<file path="src/rtl/int_divider.sv">
module int_divider #(
  parameter int WIDTH = 32,
  parameter int STEPS = 3
) (
  input  logic             clk,
  input  logic             rst_n,
  input  logic             start,
  input  logic             is_signed,
  input  logic [WIDTH-1:0] dividend,
  input  logic [WIDTH-1:0] divisor,
  output logic             busy,
  output logic             done,
  output logic [WIDTH-1:0] quotient
);
  localparam int DW = 2 * WIDTH;
  localparam int LW = $clog2(WIDTH + 1);
  localparam int CW = $clog2(WIDTH / STEPS + 2);

  function automatic logic [LW-1:0] bit_len(input logic [WIDTH-1:0] v);
    bit_len = '0;
    for (int i = 0; i < WIDTH; i++)
      if (v[i]) bit_len = LW'(i + 1);
  endfunction

  logic             a_neg, b_neg, trivial;
  logic [WIDTH-1:0] a_mag, b_mag;
  logic [CW-1:0]    k_start;
  logic [DW-1:0]    dv_start;
  int               d_i, k_i, s_i;

  assign a_neg   = is_signed & dividend[WIDTH-1];
  assign b_neg   = is_signed & divisor[WIDTH-1];
  assign a_mag   = a_neg ? (~dividend + 1'b1) : dividend;
  assign b_mag   = b_neg ? (~divisor + 1'b1) : divisor;
  assign trivial = (b_mag == '0) || (b_mag > a_mag);

  always_comb begin
    d_i = int'(bit_len(a_mag)) - int'(bit_len(b_mag));
    k_i = trivial ? 1 : (d_i + STEPS) / STEPS;
    s_i = STEPS * k_i - 1;
    k_start  = CW'(k_i);
    dv_start = trivial ? '1 : (DW'(b_mag) << s_i);
  end

  logic             busy_q, done_q, neg_q;
  logic [CW-1:0]    cnt_q;
  logic [WIDTH-1:0] rem_q, quo_q, qout_q, bmag_q;
  logic [DW-1:0]    dv_q;

  logic [WIDTH-1:0] r_nx, q_nx;
  logic [DW-1:0]    dv_nx;
  logic             qbit;

  always_comb begin
    r_nx  = rem_q;
    q_nx  = quo_q;
    dv_nx = dv_q;
    for (int j = 0; j < STEPS; j++) begin
      qbit = ({{WIDTH{1'b0}}, r_nx} >= dv_nx);
      if (qbit) r_nx = r_nx - dv_nx[WIDTH-1:0];
      q_nx  = {q_nx[WIDTH-2:0], qbit};
      dv_nx = dv_nx >> 1;
    end
  end

  always_ff @(posedge clk) begin
    if (!rst_n) begin
      busy_q <= 1'b0;
      done_q <= 1'b0;
      neg_q  <= 1'b0;
      cnt_q  <= '0;
      rem_q  <= '0;
      quo_q  <= '0;
      qout_q <= '0;
      bmag_q <= '0;
      dv_q   <= '0;
    end else begin
      done_q <= 1'b0;
      if (!busy_q) begin
        if (start) begin
          busy_q <= 1'b1;
          cnt_q  <= k_start;
          rem_q  <= a_mag;
          dv_q   <= dv_start;
          quo_q  <= '0;
          neg_q  <= a_neg ^ b_neg;
          bmag_q <= b_mag;
        end
      end else if (cnt_q != '0) begin
        rem_q <= r_nx;
        quo_q <= q_nx;
        dv_q  <= dv_nx;
        cnt_q <= cnt_q - 1'b1;
      end else begin
        busy_q <= 1'b0;
        done_q <= 1'b1;
        qout_q <= neg_q ? (~quo_q + 1'b1) : quo_q;
      end
    end
  end

  assign busy     = busy_q;
  assign done     = done_q;
  assign quotient = qout_q;
endmodule

</file>
<file path="config.mk">
export PLATFORM = sky130hd
export DESIGN_NAME = int_divider
export DESIGN_NICKNAME = d
export VERILOG_FILES = /design/src/rtl/int_divider.sv
export SDC_FILE = /design/constraint.sdc
export NUM_CORES = 1
export LEC_CHECK = 0
export BUFFER_PORTS_ARGS = -buffer_cell sky130_fd_sc_hd__buf_2
export CORE_MARGIN = 5
export CORE_UTILIZATION = 40
export CTS_BUF_LIST = sky130_fd_sc_hd__clkbuf_8
export CTS_CLUSTER_DIAMETER = 80
export DETAILED_ROUTE_END_ITERATION = 7
export GPL_TIMING_DRIVEN = 0
export PLACE_DENSITY_LB_ADDON = 0.12
export SKIP_LAST_GASP = 1
export SYNTH_ARGS = -nofsm -noshare
export SYNTH_HDL_FRONTEND = slang
export SYNTH_SLANG_ARGS = --single-unit
export TNS_END_PERCENT = 5
</file>
<file path="constraint.sdc">
create_clock -name clk -period 30.7 [get_ports clk]
set_input_delay 3.07 -clock clk [delete_from_list [all_inputs] [get_ports clk]]
set_output_delay 3.07 -clock clk [all_outputs]
set_load 0.1 [all_outputs]
</file>
* Word level (Yosys, flattened, before mapping)
Index checks and enable logic that the tools add are counted. W data, S select, Z words.
Word-level totals: flip-flop bits (word level) 167, bits in latches 0, memory bits (writable) 0, memories 0, output and inout port bits 34, bits in read-only memories 0
Operators by class: bitwise gates (word level) 8, eq/ne operators 1, $mul 1, divide/modulo/power cells 1, mux-type cells 88, shifts and indexed selects 1, reduce and logical (&&, ||, !) cells 8, $lt $le $gt $ge 4, add/subtract/negate cells 10
Operators by type and width (number):
- $mux W32 | 13
- $mux W6 | 59
- $mux W64 | 4
- $add A32 B1 Y32 const B | 3
- $not A32 Y32 | 3
- $sub A32 B32 Y32 | 3
- $ge A32 B64 Y1 | 1
- $shl A32 B32 Y64 | 1
- $ge A32 B63 Y1 | 1
- $ge A32 B62 Y1 | 1
- $div A32 B3 Y32 const B | 1
- $gt A32 B32 Y1 | 1
- $logic_not A32 Y1 | 1
- $mul A3 B32 Y32 const A | 1
- $sub A32 B2 Y32 const B | 1
- $mux W4 | 3
- $add A7 B3 Y8 const B | 1
- $reduce_and A2 Y1 | 4
- $sub A6 B6 Y7 | 1
- $mux W1 | 6
- $mux W2 | 2
- $reduce_bool A4 Y1 | 1
- $sub A4 B1 Y4 const B | 1
- $mux W3 | 1
- 6 further kinds | 8

* Longest topological paths before layout
Gate-level depths: netlist of run 1.
word-level depth 45, depth in mapped cells 69, gate-level depth less buffers 65

* Least setup slack after synthesis of run 1
Ideal clock, no wire load.
path kind input -> register, start point input port is_signed, end point register dv_q[52], setup slack 15027 ps, buffers on the path 6, arrival time 15594 ps, stages 61, cell sequence clkbuf_1 -> nand2_1 -> clkbuf_1 -> a21boi_0 -> inv_1 -> o21ai_0 -> a21oi_1 -> o21ai_0 -> a21oi_1 -> o21ai_0 -> a21oi_1 -> o21ai_0 -> a21oi_1 -> o21ai_0 -> a21oi_1 -> o21ai_0 -> a21oi_1 -> o21ai_0 -> [... 25 more ...] -> ha_1 -> nor2b_1 -> o21a_1 -> o21ai_0 -> a21oi_1 -> o31a_1 -> a21oi_1 -> o21ai_0 -> a31o_2 -> o41ai_1 -> xnor3_1 -> nor4_2 -> clkbuf_1 -> buf_1 -> nand3_1 -> a21oi_1 -> o21ai_0 -> a22oi_1
Between the ends: word-level cells in the longest chain between the ends 44, elaborated cells between the ends (all ways) 81, classes of those cells 3 x add/sub; 1 x mul; 1 x div; 1 x order compare; 1 x shift; 70 x mux; 2 x bitwise; 2 x reduce/logical
Ends and longest elaborated chain:
- start, declared | RTL line 8 | input logic is_signed,
- $and A1 B1 Y1, on equally long branches | RTL line 31, 32
- $mux W32, on equally long branches | RTL line 33, 34
- $mux W1 | RTL line 22 | if (v[i]) bit_len = LW'(i + 1);
- $mux W2 / $mux W6 (equally long branches) (2 in series) | RTL line 22
- $mux W3 / $mux W6 (equally long branches) | RTL line 22
- $mux W6 (28 in series) | RTL line 22
- $sub A6 B6 Y7 | RTL line 38 | d_i = int'(bit_len(a_mag)) - int'(bit_len(b_mag));
- $add A7 B3 Y8 | RTL line 39 | k_i = trivial ? 1 : (d_i + STEPS) / STEPS;
- $div A32 B3 Y32 | RTL line 39
- $mux W32 | RTL line 39
- $mul A3 B32 Y32 | RTL line 40 | s_i = STEPS * k_i - 1;
- $sub A32 B2 Y32 | RTL line 40
- $shl A32 B32 Y64 | RTL line 42 | dv_start = trivial ? '1 : (DW'(b_mag) << s_i);
- $mux W64 (*) | RTL line 42
- $mux W64 (*) | RTL line 80 | if (start) begin
- $mux W64 (*) | RTL line 79 | if (!busy_q) begin
- end signal, assigned | RTL line 84 | dv_q <= dv_start;
- end signal, assigned | RTL line 92 | dv_q <= dv_nx;
- end, declared | RTL line 48 | logic [DW-1:0] dv_q;
Mark *: on every way between the ends. The rest lies on a longest branch, timed or not. The select of a mux whose other input is x is not followed. A chain may end at the register's enable or synchronous reset.

* Worst setup path after layout of run 1
start point input port is_signed, end point register dv_q[46]
The elaborated chain is that of the path after synthesis.

==> results of run 1 <==
per-layer routing:
layer	routed length, um	GRT usage (%)
met1	41900	41.0
met2	45900	52.7
met3	6550	3.40
met4	4400	12.4
met5	0	0
through the flow:
stage          cell area (sq um)  util [%]  std cells  hold WS [ps]  setup slack (ps)
3_3_place_gp               23800      43.0       3916           452             10310
6_report                   24200      43.8       3950           493             10630
2_1_floorplan              22400         -       3075           436             15030
3_5_place_dp               23800      43.0       3916           465             10510
5_1_grt                    24200      43.8       3950           518              9590
4_1_cts                    24200      43.8       3948           494             10950
cell usage in the layout (no fill, tap or decap), drive strengths merged, types with 33 or more instances in the layout:
| cell type | netlist | final |
|---|---|---|
| a21o | 60 | 60 |
| fa | 34 | 34 |
| or3 | 41 | 41 |
| nor2b | 33 | 33 |
| o21ai | 256 | 256 |
| a211oi | 56 | 56 |
| clkbuf | 120 | 137 |
| a21oi | 235 | 235 |
| mux2 | 50 | 50 |
| buf | 32 | 126 |
| a31oi | 44 | 44 |
| mux2i | 57 | 57 |
| nor2 | 227 | 227 |
| nand3 | 78 | 78 |
| ha | 173 | 173 |
| nand2 | 309 | 309 |
| a22o | 38 | 38 |
| xor2 | 91 | 91 |
| inv | 218 | 225 |
| nor3 | 76 | 76 |
| nand4 | 36 | 36 |
| xnor2 | 107 | 107 |
| o211ai | 47 | 47 |
| dfxtp | 167 | 167 |
worst max path at each step:
| stage | start | slack [ps] | endpoint |
|---|---|---|---|
| after floorplan | is_signed | 15030 | dv_q[52]$_SDFFE_PN0P_ |
| after global placement | is_signed | 10310 | dv_q[46]$_SDFFE_PN0P_ |
| after detailed placement | is_signed | 10510 | dv_q[46]$_SDFFE_PN0P_ |
| after CTS | is_signed | 10950 | dv_q[46]$_SDFFE_PN0P_ |
| after global routing | is_signed | 9590 | dv_q[46]$_SDFFE_PN0P_ |
| final | is_signed | 10630 | dv_q[46]$_SDFFE_PN0P_ |
sequential cells by signal, summed over array words and instances, names as in the netlist:
| signal | count |
|---|---|
| dv_q | 64 |
| done | 1 |
| neg_q | 1 |
| rem_q | 32 |
| quo_q | 32 |
| busy | 1 |
| quotient | 32 |
| cnt_q | 4 |
worst reg2reg max path, delay by kind of cell, from the launching register on:
family                   cells  cell delay [ps]
AO/OA/AOI/OAI               34             7670
adder cells (fa/ha/maj)      5             1510
buffers and inverters        7             3420
flip-flops                   1              400
multiplexers                 1              360
AND/OR/NAND/NOR              8             1550
cell families (layout without fill, tap and decap cells):
logic type / count (synthesis) / count (layout) / share of synthesized area (%)
AO/OA/AOI/OAI: 1041 / 1041 / 30.9
adder cells (fa/ha/maj): 208 / 208 / 12.7
flip-flops: 167 / 167 / 14.9
AND/OR/NAND/NOR: 970 / 970 / 20.9
other: 0 / 1 / 0
XOR/XNOR: 199 / 199 / 7.84
multiplexers: 119 / 119 / 6.27
buffers and inverters: 371 / 497 / 6.41
final cells by class:
class	count	area (sq um)	share of cell area, %
timing repair buffer	94	473	1.95
clock inverter	15	183	0.754
multi-input combinational	2537	17600	72.7
inverter	219	822	3.39
antenna	1	2.50	0.0103
buffer	152	614	2.54
sequential	167	3340	13.8
tap	748	936	3.86
clock buffer	17	234	0.966
==> metrics.txt, run 1 <==
outcome=complete, no violations; Buf+Inv Stages, Crit Path=9; number of global-route vias before repair=23700; Final HPWL DP=80500 um; Synthesis Warnings=0; Slew @ Worst Pin=1390 ps; Avg Vias per Cell=6.29; Setup CP Type=input pin to register; TritonCTS clock tree=yes; mapped cell area=0.0224 sq mm; reg2reg start=dv_q[0]$_SDFFE_PN0P_; row count=86; Hold EP=dv_q[29]$_SDFFE_PN0P_; Hold Crit Class=register to register; die width=247 um; Avg Cell Area, Syn=7.28 sq um; Routed WL=98800 um; largest net degree at the start of global routing=19; cts hold-fix bufs=0; Clk pin slew, worst setup/hold paths=110 ps; largest cells by area after synthesis=dfxtp_1, ha_1, o21ai_0, a21oi_1, nand2_1; post-cts repair resize count=0; CP top delay family=compound AO/OA/AOI/OAI gates; Worst EP arrival=20500 ps; Setup Skew=20.3 ps; clock latency on the worst-skew pair=500 ps; Ports=102; drt first pass iters=6; hold_sp=dv_q[29]$_SDFFE_PN0P_; DRC viols=0; setup bufs post-CTS=0; Seq/Total Area, Yosys=14.9%; FF-to-FF setup slack=15710 ps; area grow syn2layout=8.16%; Netlist cell types=93; Routed wire per std cell=25.0 um; Worst path slowest cell=nor4_1; first-pass GRT wire length=148000 um; Tcrit/Tclk final=65.4%; Fill cells=5881; most instantiated library cell after synthesis=nand2_1; vias=24800; antenna-violating nets left=0; Clock Path Buffers=2; top cell type's share of synthesized area=14.9%; clock sink count=167; CTS H-Tree Depth=4; Seq cells post-synth=167; Worst Setup End Kind=register; initial DRC count=2242; Slew Limit Fails=0; required time worst endpoint=31130 ps; CTS root buf=clkbuf_8; EDFF count, synth=0; crit-path max cell delay=1030 ps; worst-path maximum fanout=10; max-cap violations=0; ys flop type=dfxtp_1; die footprint=0.0608 sq mm; initial antenna violation count=1; Initial Utilization=40.5%; PortBufs=93; min Tclk post-route=20070 ps; CTS Buf Count=17; layout cell share with drive strength beyond 1=8.03%; gpl congestion=1.03; worst r2r path cells=55; Synth area leader=dfxtp_1; Mapped Nets=3350; Final setup violation count=0; most frequent CP cell=o21ai_0; setup TNS=0 ps; fin nets=3463; worst hold path cell count=2; Critical Path Stages=61; fmax=0.0498 GHz; commonest cells in the netlist=nand2_1, o21ai_0, a21oi_1; core area=0.0553 sq mm; Worst slew margin=7.58%; GRT Overall Usage=31.3%; Die Y-Extent=247 um; Final Hold Viols=0; Syn Inst Count=3075; remaining global-route overflow=0; RR Endpoint=rem_q[11]$_SDFFE_PN0P_; RSZ-0062 raised after global routing=no; crit start category=input pin; Post-synth ARST share=0%
Power of run 1 is left out: the tool's default activity adds up to more than one toggle a clock period on the data nets, which glitch-free logic cannot reach.
==> run 2: changes to the inputs <==
clock period = 18.9 ns   (was 30.7 ns; I/O delays follow)
==> run 2 against run 1 <==
  * Register-to-register slack got worse by 12000 ps
  * Sequential share of layout area barely moved
  * Critical endpoint is now dv_q[35]$_SDFFE_PN0P_
  * Die area did not move
  * Non-clock buffer count fell by 1
  * Setup slack got worse by 9800 ps
  * Critical path depth fell by 8
==> metrics.txt, run 2 (same netlist as run 1, synthesis figures left out) <==
outcome=complete, no violations; Tcrit/Tclk final=95.4%; Core Util, Final=43.8% (about the same); number of global-route vias before repair=23700 (unchanged); Die Y-Extent=247 um (unchanged); Initial Utilization=40.5% (unchanged); die width=247 um (unchanged); Avg Vias per Cell=6.31 (+0.23%); row count=86 (unchanged); Final Hold Viols=0 (unchanged); first-pass GRT wire length=148000 um (unchanged); most frequent cells in the layout=nand2_1, o21ai_0, a21oi_1, nor2_1, inv_1; crit-path max cell delay=1140 ps (+110 ps); clock latency on the worst-skew pair=510 ps (about the same); Clk pin slew, worst setup/hold paths=120 ps (about the same); Worst Setup End Kind=register; required time worst endpoint=19340 ps (-11790 ps); CTS root buf=clkbuf_8; Worst slew margin=4.07% (-3.5 points); reg2reg start=dv_q[0]$_SDFFE_PN0P_; Final HPWL DP=80500 um (unchanged); Worst path slowest cell=o41ai_1; die footprint=0.0608 sq mm (unchanged); Hold Crit Class=register to register; Fill cells=5880 (-0.017%); layout cell share with drive strength beyond 1=8.19% (+0.16 points); initial antenna violation count=1 (unchanged); TritonCTS clock tree=yes; worst-path maximum fanout=10 (unchanged); Setup CP Type=input pin to register; CTS Buf Count=17 (unchanged); Final setup violation count=0 (unchanged); setup bufs post-CTS=0 (unchanged); Ports=102 (unchanged); most common cell after layout, fill and taps aside=nand2_1; Slew @ Worst Pin=1440 ps (+52.6 ps); remaining global-route overflow=0 (unchanged); area grow syn2layout=8.25% (about the same); max reg flops=64 (unchanged); Hold EP=dv_q[23]$_SDFFE_PN0P_; fmax=0.0555 GHz; clock sink count=167 (unchanged); Slew Limit Fails=0 (unchanged); worst r2r path cells=55 (unchanged); vias=24900 (+0.21%); initial DRC count=2287 (+2.0%); RSZ-0062 raised after global routing=yes; drt first pass iters=7 (+1); worst hold path cell count=2 (unchanged); largest net degree at the start of global routing=19 (unchanged); max-cap violations=0 (unchanged); hold_sp=dv_q[23]$_SDFFE_PN0P_; Routed WL=98800 um (about the same); Buf+Inv Stages, Crit Path=9 (unchanged); Setup Skew=24.8 ps (+4.51 ps); CTS H-Tree Depth=4 (unchanged); GRT Overall Usage=31.3% (unchanged); CP top delay family=compound AO/OA/AOI/OAI gates; PortBufs=93 (unchanged); Clock Path Buffers=2 (unchanged); core area=0.0553 sq mm (unchanged); Worst EP arrival=18470 ps (-2030 ps); crit start category=input pin; RR Endpoint=rem_q[11]$_SDFFE_PN0P_; gpl congestion=1.03 (unchanged); DRC viols=0 (unchanged); FF-to-FF setup slack=3930 ps (-11780 ps); min Tclk post-route=18020 ps; Routed wire per std cell=25.0 um (about the same); Top reg by flops=dv_q; fin nets=3462 (-0.029%); antenna-violating nets left=0 (unchanged)
-- run 2: routing by layer --
layer,up-vias,GRT usage (%),wire length (um)
met5,-,0,0
li1,11600,-,-
met2,1103,52.7,45900
met3,207,3.40,6320
met4,0,12.4,4410
met1,12000,41.0,42200
-- run 2: worst max path at each step --
| stage | start | end | slack, ps | cells past startpoint |
|---|---|---|---|---|
| 2_1_floorplan | is_signed | dv_q[52]$_SDFFE_PN0P_ | 4410 | 61 |
| 3_3_place_gp | is_signed | dv_q[46]$_SDFFE_PN0P_ | -310 | 61 |
| 3_5_place_dp | is_signed | dv_q[46]$_SDFFE_PN0P_ | -110 | 59 |
| 4_1_cts | is_signed | dv_q[46]$_SDFFE_PN0P_ | 330 | 59 |
| 5_1_grt | is_signed | dv_q[35]$_SDFFE_PN0P_ | -140 | 61 |
| 6_report | dividend[0] | dv_q[35]$_SDFFE_PN0P_ | 880 | 53 |
-- run 2: worst register-to-register path, delay by kind of cell (launching register included) --
kind / cells / cell delay [ps]
compound gates: 34 / 7680
buf+inv: 7 / 3390
simple gates: 8 / 1560
fa+ha+maj: 5 / 1510
flops: 1 / 390
mux: 1 / 360
-- run 2: final cells by class --
cell class / count / area (sq um) / area share (%)
multi-input cells: 2537 / 17600 / 72.7
flip-flops and latches: 167 / 3340 / 13.8
well taps: 748 / 936 / 3.86
inverters: 219 / 822 / 3.39
plain buffers: 151 / 614 / 2.53
repair buffers: 94 / 473 / 1.95
clock buffers: 17 / 234 / 0.965
clock inverters: 15 / 183 / 0.754
diodes: 1 / 2.50 / 0.0103
-- run 2: timing repair --
| action | CTS | global route |
|---|---|---|
| resized for setup | 0 | 10 |
| endpoints found under the setup margin | 0 | 57 |
| hold buffers | 0 | 0 |
-- run 2: per-stage QoR --
step | setup TNS, ps | instances | setup WS (ps) | instance area [sq um] | hold WS (ps)
2_1_floorplan | 0 | 3075 | 4410 | 22400 | 436
3_3_place_gp | -813 | 3916 | -314 | 23800 | 452
3_5_place_dp | -288 | 3916 | -114 | 23800 | 465
4_1_cts | 0 | 3948 | 327 | 24200 | 494
5_1_grt | -636 | 3949 | -141 | 24200 | 518
6_report | 0 | 3949 | 878 | 24200 | 494
Power of run 2 is left out for the same reason.
